$ cat config.mk
export PLATFORM = sky130hd
export DESIGN_NAME = bridge_irq_ctrl
export DESIGN_NICKNAME = d
export VERILOG_FILES = /design/src/rtl/bridge_irq_ctrl.sv
export SDC_FILE = /design/constraint.sdc
export NUM_CORES = 1
export LEC_CHECK = 0
export ABC_CLOCK_PERIOD_IN_PS = 1400
export BUFFER_PORTS_ARGS = -buffer_cell sky130_fd_sc_hd__buf_2
export CORE_MARGIN = 2
export CORE_UTILIZATION = 37
export DETAILED_ROUTE_END_ITERATION = 8
export PLACE_DENSITY = 0.8
export SLEW_MARGIN = 20
export SYNTH_ARGS = -nofsm -noshare
export SYNTH_HDL_FRONTEND = slang
export SYNTH_SLANG_ARGS = --single-unit
$ cat constraint.sdc
create_clock -name clk -period 1.4 [get_ports clk]
set_clock_uncertainty 0.2 [all_clocks]
set_input_delay 0.28 -clock clk [delete_from_list [all_inputs] [get_ports clk]]
set_output_delay 0.28 -clock clk [all_outputs]
set_load 0.02 [all_outputs]
$ cat src/rtl/bridge_irq_ctrl.sv
module bridge_irq_ctrl #(
  parameter int  N_INTX   = 4,
  parameter int  N_ERR    = 6,
  parameter int  EN_OFS   = 16,
  parameter int  SLOT_W   = 5,
  parameter bit  ALL_ERRS = 1'b0
) (
  input  logic                  clk,
  input  logic                  rst_n,
  input  logic [N_INTX-1:0]     intx_i,
  input  logic [N_ERR-1:0]      err_evt_i,
  input  logic                  bus_wr,
  input  logic [31:0]           bus_wdata,
  output logic [31:0]           bus_rdata,
  output logic                  irq_o,
  input  logic [SLOT_W-1:0]     slot_i,
  input  logic [2:0]            pin_i,
  output logic [1:0]            route_o,
  output logic                  route_valid_o
);
  localparam int NSRC = N_INTX + N_ERR;
  localparam logic [N_ERR-1:0] DEF_ERR_EN = N_ERR'(6'b001110);
  localparam logic [N_ERR-1:0] EXT_ERR_EN = '1;
  localparam logic [NSRC-1:0]  RST_EN =
    {(ALL_ERRS ? EXT_ERR_EN : DEF_ERR_EN), {N_INTX{1'b0}}};

  logic [N_INTX-1:0] intx_q;
  logic [N_ERR-1:0]  err_q;
  logic [NSRC-1:0]   en_q;
  logic [N_ERR-1:0]  clr;
  logic [NSRC-1:0]   flags;

  assign clr   = !bus_wr ? '0 :
                 (bus_wdata == 32'd0) ? '1 : bus_wdata[N_INTX +: N_ERR];
  assign flags = {err_q, intx_q};

  always_ff @(posedge clk) begin
    if (!rst_n) begin
      intx_q <= '0;
      err_q  <= '0;
      en_q   <= RST_EN;
    end else begin
      intx_q <= intx_i;
      err_q  <= (err_q & ~clr) | err_evt_i;
      if (bus_wr) en_q <= bus_wdata[EN_OFS +: NSRC];
    end
  end

  always_comb begin
    bus_rdata = '0;
    bus_rdata[NSRC-1:0] = flags;
    bus_rdata[EN_OFS +: NSRC] = en_q;
  end

  assign irq_o = |(en_q & flags);

  logic [2:0] pin_m1;
  assign pin_m1        = pin_i - 3'd1;
  assign route_valid_o = (pin_i >= 3'd1) && (pin_i <= 3'd4);
  assign route_o       = route_valid_o ? (pin_m1[1:0] + slot_i[1:0]) : 2'd0;
endmodule


# ---- Yosys cells after proc, flatten, opt, wreduce, memory -nomap -nowiden
# Cells that the tools add are included.
dict set report op_classes {
  n_addsub 2
  n_lt_le_gt_ge 2
  mux 3
  bitwise 4
  n_reduce_logical 3
}
# operator count
set ops {}
lappend ops {{logical NOT 32 bit} 1}
lappend ops {{2-to-1 mux 6 bit} 2}
lappend ops {{AND 10 bit} 1}
lappend ops {{OR reduction 10 bit} 1}
lappend ops {{AND 6 bit} 1}
lappend ops {{inverter 6 bit} 1}
lappend ops {{OR 6 bit} 1}
lappend ops {{>= comparator 3 x 1 -> 1 bit, second input constant} 1}
lappend ops {{less-or-equal comparator 3 bit, second input constant} 1}
lappend ops {{adder 2 bit} 1}
lappend ops {{2-to-1 mux 2 bit} 1}
lappend ops {{subtractor 2 x 1 -> 2 bit, second input constant} 1}
lappend ops {{logical AND 1 bit} 1}
dict set report word_totals {
  ff_bits 20
  input_bits 53
  output_inout_bits 36
}

# ---- Longest topological paths before layout
dict set report depth {
  depth_word 6
  ltp_mapped 5
}

# ---- Least setup slack after synthesis
# Ideal clock, no wire load.
dict set report synth_timing {
  path_kind {reg2out}
  from {reg err_q[4]}
  to {out irq_o}
  arrival_time_ps 1073
  required_ps 920
  slack_ps -153
  stages_incl_launch_ff 4
  path_buffers 0
  path_cell_list {dfxtp_1 > a22o_1 > a221oi_1 > nand4_1}
}
dict set report synth_via {
  elab_chain_len 2
}
# element line_no
set synth_lines {}
lappend synth_lines {{from (decl)} 28} ;# logic [N_ERR-1:0] err_q;
lappend synth_lines {{from (signal assigned)} 44} ;# err_q <= (err_q & ~clr) | err_evt_i;
lappend synth_lines {{AND 10 bit} 55} ;# assign irq_o = |(en_q & flags);
lappend synth_lines {{OR reduction 10 bit} 55}
lappend synth_lines {{to (decl)} 15} ;# output logic irq_o,
# No other way between the ends.

# ---- Final worst setup path
# Same ends and word-level chain as after synthesis.

==> impl_metrics.yaml <==
outcome:
  status: "finished, violations left"
  violations: "setup timing"
global_routing:
  grt_overflow: 0
  grt_max_degree: 27
  grt_pass1_vias: 1069
  grt_pass1_wl_mm: 4.53
  antenna_found_initial: 0
  grt_util_all_layers_pct: 18.0
yosys:
  synth_seq_cells: 20
  syn_area_per_cell_um2: 9.21
  synth_ff_type: "dfxtp_1"
  synth_top_area_share_pct: 38.8
  synthCells: 112
  ys.warnings.count: 0
  ys_seq_area_share_pct: 38.8
  yosysTopAreaCell: "dfxtp_1"
  postSynth.asyncResetShare_pct: 0
  synthTopCellsByArea: "dfxtp_1 39%, mux2i_1 9.7%, buf_4 9.5%"
  synth_edf_count: 0
  yosysUniqueCellTypes: 25
  netlist_area_mm2: 0.00103
floorplanning:
  rows: 19
  initial_utilization_pct: 38.0
  die_h_um: 56.8
  fp.coreArea_mm2: 0.00271
  io_pins: 89
  die_w_um: 56.8
  dieArea_mm2: 0.00322
timing:
  finalHoldViolations: 0
  setup_ws_ps: -414
  rsz0062_at_grt: "true"
  fmax_mhz: 551
  hold_slack_ps: 15.6
  setup_viol: 4
  drv_slew: 0
  fin_crit_sh_pct: 130
  fin_crit_ps: 1810
routing:
  drcViolationCount: 0
  vias_per_cell: 4.75
  first_pass_iters: 4
  wire_per_inst_um: 12.5
  ant_nets: 0
  drt-initial-drc-count: 15
  wl_mm: 2.94
  vias: 1116
clock_tree:
  numCtsBuffers: 3
  cts-root-buf: "clkbuf_4"
  cts_num_sinks: 20
  cts.path.max_buffers: 2
  cts_tree: "done"
  clock_latency_ps: 290
  clkTransAtPathRegs_ps: 110
  htree_levels: 1
final_layout:
  antenna_cells: 0
  drive_gt1_share_pct: 55.4
  final_area_mm2: 0.00175
  syn_to_final_growth_pct: 69.7
  fin_util_pct: 64.5
  instances_no_fill: 235
  n_fill_cell: 266
  nNetsFinal: 259
critical_path:
  cp.required_ps: 920
  crit_type: "reg2out"
  worstRegToRegCells: 5
  arrival_ps: 1330
  start_kind: "flop"
  critical_path_peak_fanout: 2
  critical_path.endpoint_type: "output port"
placed_design:
  hpwl_mm: 2.25
  postPlaceCellArea_mm2: 0.00154
  port-buffer-count: 73
  dpl.cell_count: 226
  gp_congestion: 0.757
worst_hold_path:
  hold_path_depth: 3
  hold_path.class: "in2reg"
power_and_ir_drop:
  power_density_mw_per_mm2: 853
  ir_drop_mv: 0.545
  p_leak_nw: 0.846
job:
  max_cap_violations: 0
-- layout by cell type, fill, tap and decap left out, types with 5 or more instances in the layout --
cell type / Yosys / final
nor4_1: 6 / 5
mux2i_1: 10 / 10
nor2b_1: 13 / 13
dfxtp_2: 0 / 7
dfxtp_1: 20 / 12
buf_4: 13 / 12
o21ai_0: 6 / 6
buf_6: 0 / 12
buf_2: 0 / 63
nand3b_1: 6 / 6
conb_1: 1 / 12
o21ai_1: 6 / 6
-- flip-flops by register name, indices dropped and copies added, names as in the netlist --
register  count
intx_q        4
err_q         6
en_q         10
-- final cells by class --
type | count | area (µm²) | share of cell area, %
Inverter | 3 | 28.8 | 1.65
Tap cell | 31 | 38.8 | 2.22
Sequential cell | 20 | 413 | 23.6
Clock buffer | 4 | 47.5 | 2.72
Multi-Input combinational cell | 84 | 601 | 34.3
Timing Repair Buffer | 93 | 621 | 35.5
-- logic make-up (layout without fill, tap and decap cells) --
| logic type | count (synthesis) | after routing | synth area share (%) |
|---|---|---|---|
| simple gates | 41 | 41 | 25.8 |
| flops | 20 | 20 | 38.8 |
| buf+inv | 19 | 100 | 11.8 |
| compound gates | 17 | 17 | 9.71 |
| mux | 10 | 10 | 9.71 |
| xor+xnor | 3 | 3 | 2.55 |
| fa+ha+maj | 1 | 1 | 1.21 |
| other cells | 1 | 12 | 0.364 |
-- critical path, cell delays in order, from the launching register on --
cell and delay (ps):
dfxtp_4 360, a22o_1 210, a221oi_2 190, nand4_1 110, buf_2 170
-- Yosys cell counts, types with 4 or more instances --
cell	n
o21ai_0	6
and2_1	4
mux2i_1	10
buf_4	13
nor4_1	6
nor2b_1	13
o21ai_1	6
nand3b_1	6
dfxtp_1	20
-- metal layers --
metal | track usage, % | wire length (µm)
met5 | 0 | 0
met1 | 18.9 | 1090
met2 | 34.7 | 1520
met3 | 4.61 | 314
met4 | 4.98 | 17
-- worst paths after layout --
path | from | to | slack, ps
setup / recovery | err_q[4] | irq_o | -410
hold / removal | bus_wdata[21] | en_q[5] | 20
setup reg to reg | err_q[4] | err_q[4] | 180
hold reg to reg | err_q[1] | err_q[1] | 310
-- metrics by stage --
| step | total power [mW] | worst slack, ps | setup TNS, ps |
|---|---|---|---|
| 6_report | 1.49 | -414 | -658 |
| 5_1_grt | 1.57 | -488 | -850 |
| 4_1_cts | 1.48 | -448 | -617 |
| 3_5_place_dp | 1.05 | -314 | -2560 |
| 3_3_place_gp | 1.04 | -310 | -2500 |
| 2_1_floorplan | 0.884 | -58.2 | -78.0 |
-- report_power, final --
group          switching, mW  total [mW]  internal, mW
Clock                  0.176       0.393         0.218
Combinational          0.228       0.457         0.229
Sequential            0.0310       0.642         0.611
Total                  0.435        1.49          1.06
-- repair_timing --
action,4_1_cts,5_1_grt
pin swaps,6,0
hold endpoints to repair,3,1
setup buffers,0,1
setup endpoints to repair,8,17
resized for setup,21,14
hold buffers,3,1
Power figures use the tool's default switching activity.
